**src/rtl/alu_pkg.sv**
```systemverilog
package alu_pkg;

    localparam int SLICE_W = 4;
    localparam int SEL_W   = 4;

    typedef logic [SLICE_W-1:0] nib_t;
    typedef logic [SEL_W-1:0]   sel_t;

    typedef enum logic [SEL_W-1:0] {
        SEL_PASS_A   = 4'd0,
        SEL_SUB_DEC  = 4'd6,
        SEL_ADD      = 4'd9,
        SEL_DOUBLE   = 4'd12,
        SEL_DEC_A    = 4'd15
    } sel_named_e;

    typedef struct packed {
        sel_t sel;
        logic logic_mode;
    } op_ctl_t;

    typedef struct packed {
        nib_t prop;
        nib_t gen;
    } bit_terms_t;

    typedef struct packed {
        logic cout_n;
        logic eq;
        logic p_n;
        logic g_n;
    } slice_flags_t;

    // Per-bit operand selected onto the left adder input.
    function automatic logic bit_prop(input logic a, input logic b, input sel_t s);
        return a | (s[0] & b) | (s[1] & ~b);
    endfunction

    // Per-bit operand selected onto the right adder input; implies bit_prop.
    function automatic logic bit_gen(input logic a, input logic b, input sel_t s);
        return (s[3] & a & b) | (s[2] & a & ~b);
    endfunction

endpackage

```
**src/rtl/alu_bit_terms.sv**
```systemverilog
module alu_bit_terms
    import alu_pkg::*;
(
    input  nib_t       a,
    input  nib_t       b,
    input  sel_t       sel,
    output bit_terms_t terms
);
    for (genvar i = 0; i < SLICE_W; i++) begin : g_bit
        assign terms.prop[i] = bit_prop(a[i], b[i], sel);
        assign terms.gen[i]  = bit_gen(a[i], b[i], sel);
    end
endmodule

```
**src/rtl/alu_group_carry.sv**
```systemverilog
module alu_group_carry #(
    parameter int N = 4
) (
    input  logic [N-1:0] prop,
    input  logic [N-1:0] gen,
    input  logic         cin,
    output logic [N-1:0] carry,
    output logic         cout,
    output logic         grp_p,
    output logic         grp_g
);
    logic [N:0] c_full;
    logic [N:0] gen_only;
    logic [N:0] prop_run;

    // Two-level lookahead: each carry is an OR of generate terms ANDed with
    // the propagate terms above them, plus the full propagate run times cin.
    always_comb begin
        c_full   = '0;
        gen_only = '0;
        prop_run = '0;
        for (int i = 0; i <= N; i++) begin
            logic acc;
            logic run;
            acc = 1'b0;
            run = 1'b1;
            for (int j = 0; j < i; j++) begin
                logic term;
                term = gen[j];
                for (int k = j + 1; k < i; k++) begin
                    term = term & prop[k];
                end
                acc = acc | term;
                run = run & prop[j];
            end
            gen_only[i] = acc;
            prop_run[i] = run;
            c_full[i]   = acc | (run & cin);
        end
    end

    assign carry = c_full[N-1:0];
    assign cout  = c_full[N];
    assign grp_g = gen_only[N];
    assign grp_p = prop_run[N];
endmodule

```
**src/rtl/alu_slice4.sv**
```systemverilog
module alu_slice4
    import alu_pkg::*;
(
    input  nib_t         a,
    input  nib_t         b,
    input  op_ctl_t      ctl,
    input  logic         cin_n,
    output nib_t         f,
    output slice_flags_t flags
);
    bit_terms_t terms;
    nib_t       carry;
    logic       cout;
    logic       grp_p;
    logic       grp_g;
    nib_t       half;

    alu_bit_terms u_terms (
        .a     (a),
        .b     (b),
        .sel   (ctl.sel),
        .terms (terms)
    );

    alu_group_carry #(.N(SLICE_W)) u_carry (
        .prop  (terms.prop),
        .gen   (terms.gen),
        .cin   (~cin_n),
        .carry (carry),
        .cout  (cout),
        .grp_p (grp_p),
        .grp_g (grp_g)
    );

    for (genvar i = 0; i < SLICE_W; i++) begin : g_res
        assign half[i] = terms.prop[i] ^ terms.gen[i];
        // Logic mode: carries suppressed and the half-sum inverted.
        assign f[i] = ctl.logic_mode ? ~half[i] : (half[i] ^ carry[i]);
    end

    assign flags.cout_n = ~cout;
    assign flags.eq     = &f;
    assign flags.p_n    = ~grp_p;
    assign flags.g_n    = ~grp_g;
endmodule

```
**src/rtl/alu_ripple_chain.sv**
```systemverilog
module alu_ripple_chain
    import alu_pkg::*;
#(
    parameter int SLICES = 4,
    localparam int W = SLICES * SLICE_W
) (
    input  logic [W-1:0]      a_in,
    input  logic [W-1:0]      b_in,
    input  logic [SEL_W-1:0]  sel,
    input  logic              logic_mode,
    input  logic              carry_in_n,
    output logic [W-1:0]      f_out,
    output logic              carry_out_n,
    output logic              eq_out,
    output logic [SLICES-1:0] grp_prop_n,
    output logic [SLICES-1:0] grp_gen_n
);
    op_ctl_t           ctl;
    logic [SLICES:0]   chain_n;
    logic [SLICES-1:0] slice_eq;

    assign ctl.sel        = sel;
    assign ctl.logic_mode = logic_mode;
    assign chain_n[0]     = carry_in_n;

    for (genvar k = 0; k < SLICES; k++) begin : g_slice
        slice_flags_t fl;
        alu_slice4 u_slice (
            .a     (a_in[k*SLICE_W +: SLICE_W]),
            .b     (b_in[k*SLICE_W +: SLICE_W]),
            .ctl   (ctl),
            .cin_n (chain_n[k]),
            .f     (f_out[k*SLICE_W +: SLICE_W]),
            .flags (fl)
        );
        assign chain_n[k+1]  = fl.cout_n;
        assign slice_eq[k]   = fl.eq;
        assign grp_prop_n[k] = fl.p_n;
        assign grp_gen_n[k]  = fl.g_n;
    end

    assign carry_out_n = chain_n[SLICES];
    // Per-slice flags combine as a wired AND would.
    assign eq_out      = &slice_eq;
endmodule

```
**config.mk**
```make
export PLATFORM = sky130hd
export DESIGN_NAME = alu_ripple_chain
export DESIGN_NICKNAME = d
export VERILOG_FILES = /design/src/rtl/alu_pkg.sv /design/src/rtl/alu_bit_terms.sv /design/src/rtl/alu_group_carry.sv /design/src/rtl/alu_slice4.sv /design/src/rtl/alu_ripple_chain.sv
export SDC_FILE = /design/constraint.sdc
export NUM_CORES = 1
export LEC_CHECK = 0
export ABC_AREA = 1
export BUFFER_PORTS_ARGS = -buffer_cell sky130_fd_sc_hd__buf_2
export CORE_MARGIN = 2
export CORE_UTILIZATION = 48
export DETAILED_ROUTE_END_ITERATION = 8
export PLACE_DENSITY = 0.81
export REMOVE_ABC_BUFFERS = 1
export SLEW_MARGIN = 20
export SYNTH_ARGS = -nofsm -noshare
export SYNTH_HDL_FRONTEND = slang
export SYNTH_HIERARCHICAL = 1
export SYNTH_SLANG_ARGS = --single-unit
```
**constraint.sdc**
```tcl
create_clock -name vclk -period 2
set_input_delay 0.1 -clock vclk [all_inputs]
set_output_delay 0.1 -clock vclk [all_outputs]
set_load 0.05 [all_outputs]
```
==> results of run 1 <==
[routing by layer]
layer | track usage [%] | overflow
met5 | 8.33 | 0
met4 | 79.2 | 5
met3 | 52.4 | 0
met2 | 89.3 | 2
met1 | 70.6 | 0
[cells by family after synthesis]
family | count (synthesis) | share of synthesized area [%]
AOI/OAI and AO/OA | 8 | 3.06
buffers and inverters | 112 | 24.2
and+or+nand+nor | 295 | 72.7
[metrics by stage]
step                instance area (um2)  setup TNS [ps]  worst slack (ps)
detailed placement                 2600           -2310              -577
global placement                   2600           -1520              -482
CTS                                2950            -341              -264
floorplan                          1770           -1020              -963
[timing repair]
item / 4_1_cts
setup endpoints to repair: 10
hold endpoints to repair: 0
setup buffers: 28
pin swaps: 27
resized for setup: 58
==> results.sh, run 1 <==
export IMPL_die_h_um=65.2
export IMPL_yosys_area_top_type_share_pct=35.5
export IMPL_overflow=7
export IMPL_grt_max_degree=21
export IMPL_synth_cell_types=13
export IMPL_track_usage_pct=71.6
export IMPL_io_buffers=64
export IMPL_netlist_top_cells_count="nand2_1 (170), inv_1 (104), nand3_1 (76)"
export IMPL_worst_ep_kind="top-level output"
export IMPL_status="did not finish"
export IMPL_syn_inst=415
export IMPL_die_w_um=65.2
export IMPL_dpl_cell_count=581
export IMPL_postGrtWorstEndpoint="eq_out"
export IMPL_dp_final_hpwl_um=4960
export IMPL_ctsHoldBuffers=0
export IMPL_lastStage="global routing"
export IMPL_synth_area_leaders="nand2_1 (35%), inv_1 (22%), nand3_1 (21%), nand3_2 (4.5%), nor2_1 (4.4%)"
export IMPL_yosysWarnings=6
export IMPL_ys_seq_area_share_pct=0
export IMPL_syn_area_um2=1800
export IMPL_tool_error="[ERROR GRT-0232] Routing congestion too high. Check the congestion heatmap in the GUI."
export IMPL_gp_congestion=0.939
export IMPL_io_pins=64
export IMPL_synth_most_common_cell="nand2_1"
export IMPL_yosysTopAreaCell="nand2_1"
export IMPL_row_count=22
export IMPL_initial_utilization_pct=49.5
export IMPL_synth_avg_cell_area_um2=4.33
==> run 2: changes to the inputs <==
--- a/config.mk
+++ b/config.mk
@@ -8,9 +8,9 @@
 export ABC_AREA = 1
 export BUFFER_PORTS_ARGS = -buffer_cell sky130_fd_sc_hd__buf_2
 export CORE_MARGIN = 2
-export CORE_UTILIZATION = 48
+export CORE_UTILIZATION = 40
 export DETAILED_ROUTE_END_ITERATION = 8
-export PLACE_DENSITY = 0.81
+export PLACE_DENSITY_LB_ADDON = 0.15
 export REMOVE_ABC_BUFFERS = 1
 export SLEW_MARGIN = 20
 export SYNTH_ARGS = -nofsm -noshare
==> constraint.sdc (replaced) <==
create_clock -name vclk -period 2.6
set_input_delay 0.13 -clock vclk [all_inputs]
set_output_delay 0.13 -clock vclk [all_outputs]
set_load 0.05 [all_outputs]
==> results.sh, run 2 <==
export IMPL_die_h_um=71.0
export IMPL_irDropWorstVdd_uv=219
export IMPL_wl_per_cell_um=10.1
export IMPL_routed_wl_um=5720
export IMPL_cp_end_kind="output pin"
export IMPL_antenna_found_initial=0
export IMPL_cp_required_ps=2470
export IMPL_finalCritPeriodShare_pct=92.2
export IMPL_worst_setup_path_start_kind="input pin"
export IMPL_syn2layout_area_growth_pct=44.7
export IMPL_drt_initial_drc_count=94
export IMPL_crit_fanout=7
export IMPL_slowest_delay_ps=200
export IMPL_yosysWarnings=6
export IMPL_numSequentialCells=0
export IMPL_core_region_area_um2=4350
export IMPL_status="completed"
export IMPL_via_count=2676
export IMPL_num_clock_buffers=0
export IMPL_drive_gt1_share_pct=33.0
export IMPL_path_class="in2out"
export IMPL_overflow=0
export IMPL_final_max_slew_viol_count=0
export IMPL_regArea_um2=0
export IMPL_grt_pass1_vias=2218
export IMPL_yosysTopAreaCell="nand2_1"
export IMPL_slew_headroom_pct=72.1
export IMPL_gp_congestion=0.887
export IMPL_io_buffers=64
export IMPL_n_fill_cell=480
export IMPL_report_final_hold_viol_count=0
export IMPL_syn_area_um2=1800
export IMPL_worst_pin_slew_ps=419
export IMPL_row_count=24
export IMPL_io_pins=64
export IMPL_cpMostUsedCell="nand2_1"
export IMPL_synth_cell_types=13
export IMPL_initial_utilization_pct=41.3
export IMPL_cp_slowest_cell="a21o_2"
export IMPL_synth_area_leaders="nand2_1 (35%), inv_1 (22%), nand3_1 (21%), nand3_2 (4.5%), nor2_1 (4.4%)"
export IMPL_drt_drc_violations_left=0
export IMPL_fmax_mhz=417
export IMPL_tns_ps=0
export IMPL_final_common_cell="nand2_1"
export IMPL_ys_seq_area_share_pct=0
export IMPL_diodes=0
export IMPL_firstDrtPassIters=4
export IMPL_dp_final_hpwl_um=4660
export IMPL_mostFrequentLayoutCells="nand2_1 (153), inv_1 (92), nand3_1 (68), buf_2 (55), buf_4 (37)"
export IMPL_p_leak_nw=1.76
export IMPL_yosys_area_top_type_share_pct=35.5
export IMPL_hp_class="in2out"
export IMPL_grt_first_pass_wirelength_um=9260
export IMPL_avgViaCountPerCell=4.74
export IMPL_track_usage_pct=21.2
export IMPL_maxCapViolCount=0
export IMPL_synth_most_common_cell="nand2_1"
export IMPL_grt_max_degree=21
export IMPL_utilization_pct=59.7
export IMPL_syn_inst=415
export IMPL_worstPathArrival_ps=2270
export IMPL_setup_viol=0
export IMPL_postRouteAntennaNets=0
export IMPL_synth_avg_cell_area_um2=4.33
export IMPL_netlist_top_cells_count="nand2_1 (170), inv_1 (104), nand3_1 (76)"
export IMPL_worst_hold_slack_ps=867
export IMPL_power_density_nw_per_um2=309
export IMPL_die_w_um=71.0
export IMPL_nNetsFinal=552
export IMPL_period_minus_slack_ps=2400
export IMPL_die_area_um2=5050
export IMPL_fin_total_pwr_w=0.000803
run 2: report_power, final:
part | total [W] | switching (W) | internal [W] | leakage, nW
clock | 0 | 0 | 0 | 0
sequential | 0 | 0 | 0 | 0
combinational | 0.000803 | 0.000541 | 0.000261 | 1.76
run 2: logic make-up after synthesis:
group,Yosys count,share of synthesized area [%]
AO/OA/AOI/OAI,8,3.06
buffers and inverters,112,24.2
AND/OR/NAND/NOR,295,72.7
run 2: metrics by stage:
step	cell area, um2	setup WS, ps	instances
floorplan	1770	-423	411
global placement	2390	-2.10	559
detailed placement	2390	-81.9	559
CTS	2410	6.61	559
global route	2600	-13.7	564
finish	2600	204	564
run 2: area by class of cell:
class | count | area [um2] | share of cell area, %
Timing Repair Buffer | 101 | 654 | 25.2
Inverter | 108 | 410 | 15.8
Multi-Input combinational cell | 303 | 1470 | 56.6
Tap cell | 52 | 65.1 | 2.50
run 2: final timing paths:
| kind | slack [ps] | from | end | cells after the start |
|---|---|---|---|---|
| setup / recovery | 200 | sel[3] | eq_out | 26 |
| hold / removal | 870 | b_in[3] | grp_gen_n[0] | 7 |
run 2: routing by layer:
layer  GRT usage (%)  part of all wire, %  vias up  wire length [um]
met1            29.1                   47     1173              2670
met5               0                    0        -                 0
met4            1.05                    0        0                 0
met2            38.6                   49       60              2800
li1                -                    -     1443                 -
met3           0.855                  4.4        0               252
run 2: worst max-delay path, delay by kind of cell:
family	cells	cell delay, ps
AOI/OAI and AO/OA	1	200
buffers and inverters	8	630
and+or+nand+nor	17	1330
run 2: repair_timing:
action	4_1_cts	5_1_grt
setup endpoints to repair	1	2
setup buffers	0	5
hold buffers	0	0
gates resized for setup	6	60
pin swaps	0	19
Power figures use the tool's default switching activity.
==> run 3: changes to the inputs <==
--- a/config.mk
+++ b/config.mk
@@ -5,8 +5,8 @@
 export SDC_FILE = /design/constraint.sdc
 export NUM_CORES = 1
 export LEC_CHECK = 0
-export ABC_AREA = 1
 export BUFFER_PORTS_ARGS = -buffer_cell sky130_fd_sc_hd__buf_2
+export CAP_MARGIN = 20
 export CORE_MARGIN = 2
 export CORE_UTILIZATION = 40
 export DETAILED_ROUTE_END_ITERATION = 8
@@ -15,5 +15,4 @@
 export SLEW_MARGIN = 20
 export SYNTH_ARGS = -nofsm -noshare
 export SYNTH_HDL_FRONTEND = slang
-export SYNTH_HIERARCHICAL = 1
 export SYNTH_SLANG_ARGS = --single-unit
==> results.sh, run 3 <==
export IMPL_synth_cell_types=65
export IMPL_slew_headroom_pct=66.2
export IMPL_wl_per_cell_um=14.9
export IMPL_cpMostUsedCell="buf_4"
export IMPL_worst_path_buf_inv=5
export IMPL_power_density_nw_per_um2=344
export IMPL_gp_congestion=0.892
export IMPL_via_count=2299
export IMPL_grt_pass1_vias=2146
export IMPL_track_usage_pct=23.4
export IMPL_yosys_area_top_type_share_pct=9.17
export IMPL_wl_met2_um=2890
export IMPL_worst_setup_path_start_kind="input pin"
export IMPL_cp_end_kind="output pin"
export IMPL_routed_wl_um=6000
export IMPL_grt_first_pass_wirelength_um=9710
export IMPL_mostFrequentLayoutCells="buf_4 (61), buf_2 (57), nor2_1 (17), nand2_1 (16)"
export IMPL_highest_layer="met3"
export IMPL_synth_avg_cell_area_um2=7.22
export IMPL_grt_max_degree=16
export IMPL_diodes=0
export IMPL_place_area_um2=2440
export IMPL_dp_final_hpwl_um=4720
export IMPL_rsz0062_at_grt="yes"
export IMPL_min_path_cells=5
export IMPL_numSequentialCells=0
export IMPL_report_final_hold_viol_count=0
export IMPL_postRouteAntennaNets=0
export IMPL_die_area_um2=4840
export IMPL_hp_class="in2out"
export IMPL_setup_viol=0
export IMPL_antenna_found_initial=0
export IMPL_slowest_delay_ps=350
export IMPL_initial_utilization_pct=42.4
export IMPL_p_leak_nw=1.22
export IMPL_drt_drc_violations_left=0
export IMPL_final_max_slew_viol_count=0
export IMPL_ctsHoldBuffers=0
export IMPL_overflow=0
export IMPL_path_cells="clkbuf_4 > buf_4 > buf_4 > mux2_2 > buf_4 > a21oi_1 > and2_1 > a31oi_2 > nand3_2 > nand4_1 > nor4_2 > buf_4"
export IMPL_synth_area_leaders="mux2_2 (9.2%), nor2b_1 (5.5%), mux2i_1 (4.7%), a21oi_1 (4.1%), and2_1 (4.0%)"
export IMPL_io_buffers=64
export IMPL_core_region_area_um2=4060
export IMPL_tns_ps=0
export IMPL_cp_top_family="buffers and inverters"
export IMPL_final_common_cell="buf_4"
export IMPL_irDropWorstVdd_uv=213
export IMPL_fmax_mhz=388
export IMPL_pre_cts_slack_ps=-120
export IMPL_maxCapViolCount=0
export IMPL_drt_initial_drc_count=80
export IMPL_final_cell_area_um2=2730
export IMPL_avgViaCountPerCell=5.72
export IMPL_period_minus_slack_ps=2570
export IMPL_regArea_um2=0
export IMPL_netlist_top_cells_count="nand2_1 (18), nor2_1 (17), nor2b_1 (15)"
export IMPL_syn_inst=238
export IMPL_crit_cells=12
export IMPL_setup_ws_ps=25.3
export IMPL_wl_met1_um=2860
export IMPL_status="completed"
export IMPL_worst_pin_slew_ps=505
export IMPL_num_clock_buffers=0
export IMPL_utilization_pct=67.4
export IMPL_firstDrtPassIters=4
export IMPL_cp_required_ps=2470
export IMPL_yosysWarnings=0
export IMPL_finalCritPeriodShare_pct=99.0
export IMPL_path_class="in2out"
export IMPL_die_w_um=69.6
export IMPL_syn2layout_area_growth_pct=59.0
export IMPL_drive_gt1_share_pct=52.0
export IMPL_syn_area_um2=1720
export IMPL_ys_seq_area_share_pct=0
export IMPL_cp_slowest_cell="a21oi_1"
export IMPL_nNetsFinal=392
export IMPL_wl_met3_um=247
export IMPL_io_pins=64
export IMPL_die_h_um=69.6
export IMPL_synth_most_common_cell="nand2_1"
export IMPL_row_count=23
export IMPL_worstPathArrival_ps=2440
export IMPL_yosysTopAreaCell="mux2_2"
export IMPL_crit_fanout=10
==> run 3: routing by layer <==
metal,track usage [%],up-vias
met3,2.03,0
met5,0,-
met4,0.871,0
met1,33.7,1088
met2,39.7,54
li1,-,1157
==> run 3: timing repair <==
| action | in CTS | in global routing |
|---|---|---|
| pin swaps | 9 | 23 |
| resized for setup | 12 | 40 |
| buffers inserted | 1 | 6 |
| cloned | 0 | 0 |
| setup endpoints to repair | 2 | 4 |
==> run 3: area by class of cell <==
cell class	instances	area (um2)
Inverter	6	26.3
Fill cell	351	1320
Timing Repair Buffer	124	807
Multi-Input combinational cell	222	1840
Tap cell	50	62.6
==> run 3: per-stage QoR <==
step / hold WS (ps) / power (W) / cells
6_report: 772 / 0.000940 / 402
5_1_grt: 842 / 0.00100 / 402
4_1_cts: 776 / 0.000871 / 396
3_5_place_dp: 775 / 0.000849 / 395
3_3_place_gp: 770 / 0.000843 / 395
2_1_floorplan: 576 / 0.000552 / 228
==> run 3: path summary, 6_finish.rpt <==
kind / start / end / slack (ps)
worst max-delay path: sel[3] / eq_out / 30
worst min-delay path: a_in[14] / grp_gen_n[3] / 770
==> run 3: kinds of logic (layout without fill, tap and decap cells) <==
family	after synthesis	after routing	share of synthesized area, %
muxes	24	24	15.1
AOI/OAI and AO/OA	85	85	41.3
xor gates and xnor gates	11	11	6.04
buffers and inverters	16	130	4.88
and+or+nand+nor	102	102	32.6
==> run 3: report_power, final <==
part           leakage, nW  switching (W)  internal, W
combinational         1.22       0.000583     0.000356
sequential               0              0            0
clock                    0              0            0
total                 1.22       0.000583     0.000356
